`src/rtl/asid_tlb_pkg.sv`:
```
package asid_tlb_pkg;
  typedef enum logic [1:0] {
    TGT_NONE  = 2'd0,
    TGT_MATCH = 2'd1,
    TGT_FREE  = 2'd2,
    TGT_EVICT = 2'd3
  } tgt_src_e;
endpackage

```
`src/rtl/tlb_match.sv`:
```
module tlb_match #(
  parameter int ENTRIES = 16,
  parameter int VPN_W   = 20,
  parameter int ASID_W  = 8,
  localparam int IDX_W  = $clog2(ENTRIES)
) (
  input  logic [ENTRIES-1:0]             valid_i,
  input  logic [ENTRIES-1:0][VPN_W-1:0]  vpn_i,
  input  logic [ENTRIES-1:0][ASID_W-1:0] asid_i,
  input  logic [VPN_W-1:0]               key_vpn_i,
  input  logic [ASID_W-1:0]              key_asid_i,
  input  logic                           tag_en_i,
  output logic                           hit_o,
  output logic [IDX_W-1:0]               idx_o
);
  logic [ENTRIES-1:0] eq;

  for (genvar g = 0; g < ENTRIES; g++) begin : g_cmp
    assign eq[g] = valid_i[g] && (vpn_i[g] == key_vpn_i) &&
                   (!tag_en_i || (asid_i[g] == key_asid_i));
  end

  // lowest index wins
  always_comb begin
    idx_o = '0;
    for (int k = ENTRIES - 1; k >= 0; k--) begin
      if (eq[k]) idx_o = IDX_W'(k);
    end
  end

  assign hit_o = |eq;
endmodule

```
`src/rtl/tlb_victim.sv`:
```
module tlb_victim #(
  parameter int ENTRIES = 16,
  localparam int IDX_W  = $clog2(ENTRIES)
) (
  input  logic [ENTRIES-1:0] valid_i,
  input  logic [ENTRIES-1:0] wired_i,
  input  logic [IDX_W-1:0]   ptr_i,
  output logic               free_ok_o,
  output logic [IDX_W-1:0]   free_idx_o,
  output logic               evict_ok_o,
  output logic [IDX_W-1:0]   evict_idx_o
);
  // circular scan from ptr_i; ENTRIES must be a power of two
  always_comb begin
    free_ok_o   = 1'b0;
    free_idx_o  = '0;
    evict_ok_o  = 1'b0;
    evict_idx_o = '0;
    for (int k = ENTRIES - 1; k >= 0; k--) begin
      logic [IDX_W-1:0] j;
      j = ptr_i + IDX_W'(k);
      if (!valid_i[j]) begin
        free_ok_o  = 1'b1;
        free_idx_o = j;
      end
      if (!wired_i[j]) begin
        evict_ok_o  = 1'b1;
        evict_idx_o = j;
      end
    end
  end
endmodule

```
`src/rtl/tlb_stats.sv`:
```
module tlb_stats #(
  parameter int CNT_W = 32
) (
  input  logic             clk_i,
  input  logic             rst_ni,
  input  logic             lkp_i,
  input  logic             hit_i,
  output logic [CNT_W-1:0] hit_cnt_o,
  output logic [CNT_W-1:0] miss_cnt_o
);
  always_ff @(posedge clk_i or negedge rst_ni) begin
    if (!rst_ni) begin
      hit_cnt_o  <= '0;
      miss_cnt_o <= '0;
    end else if (lkp_i) begin
      if (hit_i) hit_cnt_o  <= hit_cnt_o + CNT_W'(1);
      else       miss_cnt_o <= miss_cnt_o + CNT_W'(1);
    end
  end
endmodule

```
`src/rtl/asid_tlb.sv`:
```
module asid_tlb
  import asid_tlb_pkg::*;
#(
  parameter int ENTRIES = 16,
  parameter int VPN_W   = 20,
  parameter int PFN_W   = 20,
  parameter int ASID_W  = 8,
  parameter int CNT_W   = 32,
  localparam int IDX_W  = $clog2(ENTRIES)
) (
  input  logic              clk_i,
  input  logic              rst_ni,
  input  logic              asid_en_i,
  input  logic [ASID_W-1:0] cur_asid_i,
  input  logic              lkp_valid_i,
  input  logic [VPN_W-1:0]  lkp_vpn_i,
  input  logic              fill_valid_i,
  input  logic [VPN_W-1:0]  fill_vpn_i,
  input  logic [ASID_W-1:0] fill_asid_i,
  input  logic [PFN_W-1:0]  fill_pfn_i,
  input  logic              fill_wired_i,
  input  logic              flush_all_i,
  input  logic              flush_asid_i,
  input  logic [ASID_W-1:0] flush_asid_id_i,
  input  logic              unwire_i,
  input  logic [IDX_W-1:0]  unwire_idx_i,
  output logic              hit_o,
  output logic              miss_o,
  output logic [PFN_W-1:0]  pfn_o,
  output logic              fill_err_o,
  output logic [CNT_W-1:0]  hit_cnt_o,
  output logic [CNT_W-1:0]  miss_cnt_o
);
  logic [ENTRIES-1:0]             v_q, v_d, w_q, w_d;
  logic [ENTRIES-1:0][VPN_W-1:0]  vpn_q;
  logic [ENTRIES-1:0][ASID_W-1:0] asid_q;
  logic [ENTRIES-1:0][PFN_W-1:0]  pfn_q;
  logic [IDX_W-1:0]               ptr_q;

  logic             lkp_hit, fill_hit, free_ok, evict_ok, fill_go;
  logic [IDX_W-1:0] lkp_idx, fill_idx, free_idx, evict_idx, tgt;
  tgt_src_e         src;

  tlb_match #(.ENTRIES(ENTRIES), .VPN_W(VPN_W), .ASID_W(ASID_W)) u_lkp_match (
    .valid_i(v_q), .vpn_i(vpn_q), .asid_i(asid_q),
    .key_vpn_i(lkp_vpn_i), .key_asid_i(cur_asid_i), .tag_en_i(asid_en_i),
    .hit_o(lkp_hit), .idx_o(lkp_idx)
  );

  tlb_match #(.ENTRIES(ENTRIES), .VPN_W(VPN_W), .ASID_W(ASID_W)) u_fill_match (
    .valid_i(v_q), .vpn_i(vpn_q), .asid_i(asid_q),
    .key_vpn_i(fill_vpn_i), .key_asid_i(fill_asid_i), .tag_en_i(asid_en_i),
    .hit_o(fill_hit), .idx_o(fill_idx)
  );

  tlb_victim #(.ENTRIES(ENTRIES)) u_victim (
    .valid_i(v_q), .wired_i(w_q), .ptr_i(ptr_q),
    .free_ok_o(free_ok), .free_idx_o(free_idx),
    .evict_ok_o(evict_ok), .evict_idx_o(evict_idx)
  );

  tlb_stats #(.CNT_W(CNT_W)) u_stats (
    .clk_i(clk_i), .rst_ni(rst_ni), .lkp_i(lkp_valid_i), .hit_i(lkp_hit),
    .hit_cnt_o(hit_cnt_o), .miss_cnt_o(miss_cnt_o)
  );

  always_comb begin
    if (fill_hit)      src = TGT_MATCH;
    else if (free_ok)  src = TGT_FREE;
    else if (evict_ok) src = TGT_EVICT;
    else               src = TGT_NONE;
    unique case (src)
      TGT_MATCH: tgt = fill_idx;
      TGT_FREE:  tgt = free_idx;
      TGT_EVICT: tgt = evict_idx;
      default:   tgt = '0;
    endcase
    fill_go = fill_valid_i && (src != TGT_NONE);
  end

  // order: unwire, flushes, then fill
  always_comb begin
    v_d = v_q;
    w_d = w_q;
    if (unwire_i) begin
      v_d[unwire_idx_i] = 1'b0;
      w_d[unwire_idx_i] = 1'b0;
    end
    for (int i = 0; i < ENTRIES; i++) begin
      if (flush_all_i && (!asid_en_i || !w_q[i])) begin
        v_d[i] = 1'b0;
        w_d[i] = 1'b0;
      end
      if (flush_asid_i && !w_q[i] && (asid_q[i] == flush_asid_id_i)) v_d[i] = 1'b0;
    end
    if (fill_go) begin
      v_d[tgt] = 1'b1;
      w_d[tgt] = fill_wired_i;
    end
  end

  always_ff @(posedge clk_i or negedge rst_ni) begin
    if (!rst_ni) begin
      v_q   <= '0;
      w_q   <= '0;
      ptr_q <= '0;
    end else begin
      v_q <= v_d;
      w_q <= w_d;
      if (fill_go && (src != TGT_MATCH)) ptr_q <= tgt + IDX_W'(1);
    end
  end

  always_ff @(posedge clk_i) begin
    if (fill_go) begin
      vpn_q[tgt]  <= fill_vpn_i;
      asid_q[tgt] <= fill_asid_i;
      pfn_q[tgt]  <= fill_pfn_i;
    end
  end

  always_ff @(posedge clk_i or negedge rst_ni) begin
    if (!rst_ni) begin
      hit_o      <= 1'b0;
      miss_o     <= 1'b0;
      pfn_o      <= '0;
      fill_err_o <= 1'b0;
    end else begin
      hit_o      <= lkp_valid_i && lkp_hit;
      miss_o     <= lkp_valid_i && !lkp_hit;
      pfn_o      <= (lkp_valid_i && lkp_hit) ? pfn_q[lkp_idx] : '0;
      fill_err_o <= fill_valid_i && !fill_go;
    end
  end

  AST_HIT_MISS_EXCL: assert property (@(posedge clk_i) disable iff (!rst_ni)
    !(hit_o && miss_o));

  AST_HIT_COUNTED: assert property (@(posedge clk_i) disable iff (!rst_ni)
    hit_o |-> (hit_cnt_o == $past(hit_cnt_o) + CNT_W'(1)));

  AST_MISS_COUNTED: assert property (@(posedge clk_i) disable iff (!rst_ni)
    miss_o |-> (miss_cnt_o == $past(miss_cnt_o) + CNT_W'(1)));

  AST_VICTIM_UNPINNED: assert property (@(posedge clk_i) disable iff (!rst_ni)
    (fill_go && !fill_hit) |-> !w_q[tgt]);

  AST_ALL_PINNED_REJECT: assert property (@(posedge clk_i) disable iff (!rst_ni)
    (fill_valid_i && (&w_q) && !fill_hit) |=> fill_err_o);

  AST_TAGOFF_FLUSH_EMPTY: assert property (@(posedge clk_i) disable iff (!rst_ni)
    (flush_all_i && !asid_en_i && !fill_valid_i) |=> (v_q == '0));

  AST_UNWIRE_CLEARS: assert property (@(posedge clk_i) disable iff (!rst_ni)
    (unwire_i && !fill_valid_i) |=> !v_q[$past(unwire_idx_i)] && !w_q[$past(unwire_idx_i)]);

  for (genvar g = 0; g < ENTRIES; g++) begin : g_pin_chk
    AST_PINNED_KEPT: assert property (@(posedge clk_i) disable iff (!rst_ni)
      (asid_en_i && w_q[g] && !(unwire_i && (unwire_idx_i == IDX_W'(g)))) |=> v_q[g]);
  end
endmodule

```
`config.mk`:
```
export PLATFORM = sky130hd
export DESIGN_NAME = asid_tlb
export DESIGN_NICKNAME = d
export VERILOG_FILES = /design/src/rtl/asid_tlb_pkg.sv /design/src/rtl/tlb_match.sv /design/src/rtl/tlb_victim.sv /design/src/rtl/tlb_stats.sv /design/src/rtl/asid_tlb.sv
export SDC_FILE = /design/constraint.sdc
export NUM_CORES = 2
export LEC_CHECK = 0
export BUFFER_PORTS_ARGS = -buffer_cell sky130_fd_sc_hd__buf_2
export CAP_MARGIN = 20
export CORE_ASPECT_RATIO = 1.25
export CORE_MARGIN = 5
export CORE_UTILIZATION = 55
export CTS_CLUSTER_DIAMETER = 60
export DETAILED_ROUTE_END_ITERATION = 16
export PLACE_DENSITY = 0.72
export SLEW_MARGIN = 30
export SYNTH_ARGS = -nofsm -noshare
export SYNTH_HDL_FRONTEND = slang
export SYNTH_SLANG_ARGS = --single-unit
```
`constraint.sdc`:
```
create_clock -name clk_i -period 11.7 [get_ports clk_i]
set_input_delay 0.585 -clock clk_i [delete_from_list [all_inputs] [get_ports clk_i]]
set_output_delay 0.585 -clock clk_i [all_outputs]
set_load 0.01 [all_outputs]
```
## Word-level counts from Yosys, hierarchy flattened

Index checks and enable logic that the tools add are counted.

- Flip-flop bits (word level): 891
- Bits of input ports: 97
- Output and inout port bits: 87
- Logic and storage cells: 607

- Add/subtract/negate cells: 18
- Magnitude comparators: 21
- Equal/unequal tests: 84
- Muxes and demuxes: 231
- Bitwise gates (word level): 5
- Reductions and logical operators: 191

Operators with widths:

| cell | count |
|---|---|
| bitwise mux 320 bit | 2 |
| equality test 20 bit | 32 |
| equality test 8 bit | 48 |
| 2-to-1 mux 4 bit | 64 |
| binary-select mux 1 bit (select 4 bit) | 32 |
| bitwise mux 128 bit | 1 |
| logical AND 1 bit | 119 |
| 2-to-1 mux 1 bit | 114 |
| < comparator 4 x 5 -> 1 bit, second input constant | 19 |
| binary-select mux 20 bit (select 4 bit) | 1 |
| demux 20 bit (select 4 bit) | 1 |
| adder 32 x 1 -> 32 bit, second input constant | 2 |
| 2-to-1 mux 16 bit | 4 |
| 2-to-1 mux 20 bit | 3 |
| logical OR 1 bit | 48 |
| adder 4 bit, second input constant | 8 |
| AND 16 bit | 2 |
| demux 8 bit (select 4 bit) | 1 |
| OR reduction 16 bit | 2 |
| logical NOT 1 bit | 19 |
| adder 4 x 3 -> 4 bit, second input constant | 4 |
| bitwise mux 16 bit | 1 |
| NOT 16 bit | 1 |
| bitwise OR 16 bit | 1 |
| 13 further kinds | 21 |

## Longest topological paths before layout

- Word-level depth: 30
- Depth in mapped cells: 21
- Gate-level depth less buffers: 14

## Cells and area by module

A second synthesis with hierarchy kept.

- Cells, all modules: 3,578
- Area total of the unflattened synthesis: 48,253.8 um^2

By module, submodules not included:

| module | instances | cells an instance | area an instance (um^2) | seq. area each (um^2) |
|---|---|---|---|---|
| asid_tlb | 1 | 1,393 | 29,761.0 | 24,538.5 |
| tlb_match | 2 | 712 | 5,547.8 | 0.0 |
| tlb_victim | 1 | 495 | 4,381.7 | 0.0 |
| tlb_stats | 1 | 266 | 3,015.4 | 1,601.5 |

## Worst setup path before layout

Ideal clock, no wire load.

- Path kind: flip-flop to flip-flop
- Start point: register ptr_q[1]
- End point: register w_q[3]
- Library setup time: 243 ps
- Arrival: 7,656 ps
- Data required time: 11,457 ps
- Slack: 3,802 ps
- Cell stages (with the launch flop): 22
- Path buffers: 7
- Clock period less this slack: 7,898 ps
- Path through: dfrtp_1 buf_6 buf_6 buf_4 buf_2 clkbuf_1 clkinv_1 ha_1 buf_2 buf_2 mux2_2 mux4_2 nor2_1 nor2_1 a2111oi_0 o211ai_1 and4_1 a211o_1 or2_4 or2_4 nor2_1 o21ai_0

- Cells in the longest elaborated chain, start to end: 30
- Elaborated cells on any way between the ends: 159
- Those cells by class: add/sub (15); order compare (2); eq/ne (3); mux (136); reduce/logical (3)

RTL lines:

| item | line | source |
|---|---|---|
| start, declared | asid_tlb.sv:38 | `logic [IDX_W-1:0] ptr_q;` |
| start signal, assigned | asid_tlb.sv:110 | `if (fill_go && (src != TGT_MATCH)) ptr_q <= tgt + IDX_W'(1);` |
| adder 4 bit | tlb_victim.sv:21 | `j = ptr_i + IDX_W'(k);` |
| binary-select mux 1 bit (select 4 bit) | tlb_victim.sv:26 | `if (!wired_i[j]) begin` |
| 2-to-1 mux 1 bit (not written as such) | tlb_victim.sv:26 |  |
| 2-to-1 mux 1 bit (16 in series) | tlb_victim.sv:26 |  |
| 2-to-1 mux 2 bit | asid_tlb.sv:70 | `else if (evict_ok) src = TGT_EVICT;` |
| 2-to-1 mux 2 bit | asid_tlb.sv:69 | `else if (free_ok) src = TGT_FREE;` |
| 2-to-1 mux 2 bit | asid_tlb.sv:68 | `if (fill_hit) src = TGT_MATCH;` |
| equality test 2 bit or equality test 2 x 1 -> 1 bit (tied branches) | asid_tlb.sv:72 | `unique case (src)` |
| one-hot mux 4 bit (3 select lines) | asid_tlb.sv:72 |  |
| < comparator 4 x 5 -> 1 bit (not written as such) or >= comparator 4 x 1 -> 1 bit (tied branches) | asid_tlb.sv:98 | `w_d[tgt] = fill_wired_i;` |
| logical AND 1 bit (not written as such) | asid_tlb.sv:98 |  |
| 2-to-1 mux 1 bit (not written as such) | asid_tlb.sv:98 |  |
| demux 1 bit (select 4 bit) | asid_tlb.sv:98 |  |
| bitwise mux 16 bit | asid_tlb.sv:98 |  |
| 2-to-1 mux 16 bit (*) | asid_tlb.sv:96 | `if (fill_go) begin` |
| named net w_d[3] | asid_tlb.sv:34 | `logic [ENTRIES-1:0] v_q, v_d, w_q, w_d;` |
| end signal, assigned | asid_tlb.sv:109 | `w_q <= w_d;` |
| end, declared | asid_tlb.sv:34 |  |

Mark *: on every way through the listed nets, which the timed path passes. The rest lies on a longest branch. The select of a mux whose other input is x is not followed.
A chain may end at the register's enable or synchronous reset.

## Worst setup path in the final report

- Start point: register ptr_q[1]
- End point: register pfn_q[187] (netlist name) (enable)

- Cells in the longest elaborated chain, start to end: 24
- Elaborated cells on any way between the ends: 116
- Those cells by class: add/sub (15); mux (99); reduce/logical (2)

RTL lines:

| item | line | source |
|---|---|---|
| adder 4 bit | tlb_victim.sv:21 |  |
| binary-select mux 1 bit (select 4 bit) | tlb_victim.sv:26 |  |
| 2-to-1 mux 1 bit (not written as such) | tlb_victim.sv:26 |  |
| 2-to-1 mux 1 bit (16 in series) | tlb_victim.sv:26 |  |
| 2-to-1 mux 2 bit | asid_tlb.sv:70 |  |
| 2-to-1 mux 2 bit (*) | asid_tlb.sv:69 |  |
| 2-to-1 mux 2 bit (*) | asid_tlb.sv:68 |  |
| nonzero test 2 bit (*) | asid_tlb.sv:78 | `fill_go = fill_valid_i && (src != TGT_NONE);` |
| logical AND 1 bit (*) | asid_tlb.sv:78 |  |
| end signal, assigned by index | asid_tlb.sv:118 | `pfn_q[tgt] <= fill_pfn_i;` |
| end, declared | asid_tlb.sv:37 | `logic [ENTRIES-1:0][PFN_W-1:0] pfn_q;` |

Every way passes the cells marked *; elsewhere a longest branch is shown, timed or not. The select of a mux whose other input is x is not followed.

==> impl.org <==
** Run status
- The flow ran to the end, and the final reports show no timing, DRC or antenna violations.

** Setup path
- Max stage delay cell, worst path :: sky130_fd_sc_hd__ha_1
- Cell chain of the critical path :: clkinv_1 > ha_1 > buf_4 > mux4_2 > o22ai_1 > o311ai_0 > o221ai_1 > a21oi_1 > o31a_1 > nor4bb_1 > nor2_1 > and2b_1 > and2_2 > buf_4
- Along the worst path, the maximum fanout reaches 30.
- The worst setup path is of the register to register kind.
- Max stage delay on crit path :: 890 ps
- STA classifies the critical path startpoint as a register.
- Critical Path RT :: 11970 ps
- The worst setup path is captured at a register.
- For the worst setup path, the data arrival time is 7350 ps.
- The cell that appears most often on the critical path is sky130_fd_sc_hd__buf_4.

** Floorplan
- The die is 278 um wide.
- After floorplanning, the core was sized to cover 89600 um2.
- The floorplan has 123 rows.
- Measured along the y axis, the die boundary spans 345 um.
- Once the floorplan was initialized, standard cells occupied 55.2% of the core.
- Ports placed on the boundary :: 184
- Die footprint :: 96000 um2

** Place
- Buffers placed on the I/O ports in this run total 183.
- Timing analysis after detailed placement gives a worst setup slack of 4920 ps.
- Once placement finished, the instance area stood at 51400 um2.
- Final RePlAce weighted congestion :: 0.982
- After legalization and detailed placement, the total HPWL measured 92400 um.
- In this run, placement finished with an instance count of 5156.

** Finish
- Count of placed standard cells in the final layout, fillers left out :: 5330
- For this run, the share of the core covered by cells in the final layout is 60.8%.
- Final design area excluding fillers :: 54400 um2
- After the last flow step, the layout net total stands at 4169.
- The area growth from synthesis to layout is 10.2%.
- Fraction of final layout cells sized beyond drive strength 1 :: 15.3%

** Power
- Power spread over the standard cell area amounts to 204 nW/um2.
- IR Drop Worst-Case VDD :: 0.164 mV
- Summed over all cells, the static leakage comes to 18.9 nW.
- Power, Total :: 11.1 mW

** Route
- The detail route stage leaves a number of antenna-violating nets equal to 0.
- For this run, design rule violations remaining after detail routing come to 0.
- Summed over all layers, the routed wires come to 151000 um.
- Avg WL per Cell :: 28.3 um
- After the first detailed-routing iteration, the DRC count stood at 3437.
- The first detailed-routing pass ran for 8 iterations.
- The routed layout has 34358 vias.
- Via density per instance :: 6.45

** STA
- At the pin with the least slew margin, the transition time is 1030 ps.
- Final worst-path setup slack :: 4630 ps
- The worst path needs 7070 ps of the cycle, external delays included.
- Sum of negative setup slack :: 0 ps
- Final number of max-transition violations :: 0
- Maximum frequency from static timing analysis :: 141 MHz
- Post-route clock period utilization :: 60.4%
- Setup violations remaining at the end of the flow were counted as 0.
- Relative max-transition margin :: 30.9%
- Setup repair after global routing left no endpoint under its margin.
- For the final database, setup skew stands at 31.2 ps.
- Final hold violations :: 0
- The tightest hold path in the finished design has a slack of 250 ps.

** GRT
- Initial antenna violation count :: 4
- Via count of the first global-routing pass :: 33881
- For this run the aggregate overflow at the end of global routing stands at 0.
- Total routing resource utilization after global routing :: 30.2%
- The first global-routing pass estimated 220000 um of wire.
- Maximum number of pins on one net before global-route repair :: 80

** Yosys
- Counting every instance in the synthesized netlist gives 3957.
- The Yosys step of the flow raised 0 warnings.
- Post-synthesis register bit count :: 891
- Synthesized cell area :: 49400 um2
- Sequential cell area fraction in the yosys report :: 52.9%
- Each instance of the synthesized netlist takes up on average 12.5 um2.
- Top_reg_cell synth :: sky130_fd_sc_hd__edfxtp_1
- Of all flip-flops after synthesis, the portion carrying an async set or reset was 13.8%.
- Yosys mapped the design onto 104 distinct sky130hd cell types.
- The number of nets handed over by synthesis was 4063.
- The synthesized design contains 768 enable-type register cells.

** Clock network
- Buffers added to address setup during post-CTS repair amount to 0.
- Clock edge transition at the registers on the reported setup and hold paths :: 60 ps
- Buffer levels on the longest clock path :: 3
- At the later pin of the worst-skew pair, clock insertion delay measures 660 ps.
- TritonCTS Buffers :: 90
- H-tree lvl count :: 3
- The tree built by TritonCTS fans out to 891 sinks.
- CTS root buf :: sky130_fd_sc_hd__clkbuf_16
- Clock tree from TritonCTS :: done

** Flow run
- Across the run, the number of max-cap violations was 0.

** Hold path
- Path class of the lowest-slack min-delay path :: input pin to register
-- synthesized netlist by cell type (54+ instances only) --
master                     count  share of area (%)
sky130_fd_sc_hd__clkbuf_1    141                1.1
sky130_fd_sc_hd__mux2i_1     184                3.7
sky130_fd_sc_hd__nor2_1      126               0.96
sky130_fd_sc_hd__buf_2        71               0.72
sky130_fd_sc_hd__dfrtp_1     123                6.2
sky130_fd_sc_hd__and3_1       54               0.68
sky130_fd_sc_hd__nand2_1     179                1.4
sky130_fd_sc_hd__nand4_1     262                3.3
sky130_fd_sc_hd__xnor2_1     870                 15
sky130_fd_sc_hd__nor4_1       98                1.2
sky130_fd_sc_hd__mux2_2       91                2.1
sky130_fd_sc_hd__o21ai_0      90               0.91
sky130_fd_sc_hd__nand3_1     129                1.3
sky130_fd_sc_hd__xor2_1      217                3.8
sky130_fd_sc_hd__edfxtp_1    768                 47
-- report_power, final --
group          leakage, nW  internal (mW)  switching [mW]  total (mW)
Sequential            8.62           4.09           0.481        4.57
Clock                 1.45           1.71            1.25        2.96
Combinational         8.87           1.37            2.22        3.59
Total                 18.9           7.18            3.95        11.1
-- area by class of cell --
class,count,area (um2)
clock buffer,116,2440
sequential,891,26100
clock inverter,53,587
inverter,38,148
timing repair buffer,258,1530
antenna,3,7.51
multi-input combinational,2784,22100
fill,7045,35100
tap,1187,1490
-- state kept, by name, summed over array words and instances (netlist names) --
name / cells
pfn_q: 320
hit_o: 1
fill_err_o: 1
pfn_o: 20
miss_o: 1
u_stats.miss_cnt_o: 32
v_q: 16
ptr_q: 4
asid_q: 128
w_q: 16
u_stats.hit_cnt_o: 32
vpn_q: 320
-- worst max-delay path: cells and delay by family (launching register included) --
family | cells | cell delay, ps
AO/OA/AOI/OAI | 5 | 1480
adder cells (fa/ha/maj) | 1 | 890
buffers and inverters | 3 | 1460
flip-flops | 1 | 350
multiplexers | 1 | 610
AND/OR/NAND/NOR | 4 | 1850
-- layer usage --
metal / vias up / share of wire (%) / routed length, um / GRT usage [%]
li1: 14900 / - / - / -
met1: 17055 / 37 / 55000 / 37.2
met2: 1889 / 48 / 72200 / 50.7
met3: 514 / 8.5 / 12800 / 5.30
met4: 0 / 7.0 / 10500 / 16.5
met5: - / 0 / 0 / 0
-- cells in the final DEF (no fill, tap or decap), types with 26 or more instances in the layout --
| master | synthesis | routed |
|---|---|---|
| sky130_fd_sc_hd__xnor2_1 | 870 | 868 |
| sky130_fd_sc_hd__edfxtp_1 | 768 | 768 |
| sky130_fd_sc_hd__nand4_1 | 262 | 262 |
| sky130_fd_sc_hd__xor2_1 | 217 | 217 |
| sky130_fd_sc_hd__mux2i_1 | 184 | 184 |
| sky130_fd_sc_hd__buf_2 | 71 | 181 |
| sky130_fd_sc_hd__nand2_1 | 179 | 179 |
| sky130_fd_sc_hd__nand3_1 | 129 | 129 |
| sky130_fd_sc_hd__nor2_1 | 126 | 121 |
| sky130_fd_sc_hd__dfrtp_1 | 123 | 121 |
| sky130_fd_sc_hd__nor4_1 | 98 | 98 |
| sky130_fd_sc_hd__clkbuf_16 | 0 | 92 |
| sky130_fd_sc_hd__mux2_2 | 91 | 91 |
| sky130_fd_sc_hd__o21ai_0 | 90 | 84 |
| sky130_fd_sc_hd__buf_4 | 1 | 70 |
| sky130_fd_sc_hd__and3_1 | 54 | 54 |
| sky130_fd_sc_hd__mux4_2 | 52 | 52 |
| sky130_fd_sc_hd__a21oi_1 | 37 | 36 |
| sky130_fd_sc_hd__a31o_2 | 27 | 27 |
| sky130_fd_sc_hd__inv_1 | 34 | 26 |
-- cells by family after synthesis --
kind of cell               after synthesis  synth area share [%]
muxes                                  338                  8.69
xor gates and xnor gates              1096                  19.7
DFF                                    891                  52.9
buffers and inverters                  282                  2.52
and+or+nand+nor                        988                  10.9
adders and majority gates                9                 0.228
AOI/OAI and AO/OA                      353                  5.04
-- path summary, 6_finish.rpt --
check                                            start                      to  slack [ps]  cells past startpoint
min in group asynchronous                       rst_ni              fill_err_o         510                      2
worst min-delay path                      fill_valid_i              fill_err_o         250                      3
worst min register to register  u_stats.miss_cnt_o[31]  u_stats.miss_cnt_o[31]         470                      1
max in group asynchronous                       rst_ni                  v_q[3]       10040                      3
worst max-delay path                          ptr_q[1]              pfn_q[187]        4630                     14
worst max register to register                ptr_q[1]              pfn_q[187]        4630                     14
-- repair_timing --
action | CTS | global route
hold buffers | 1 | 0
endpoints found under the setup margin | 0 | 0
hold endpoints to repair | 69 | 0
resized for setup | 0 | 0
No activity file was read; power rests on OpenSTA's default activity.
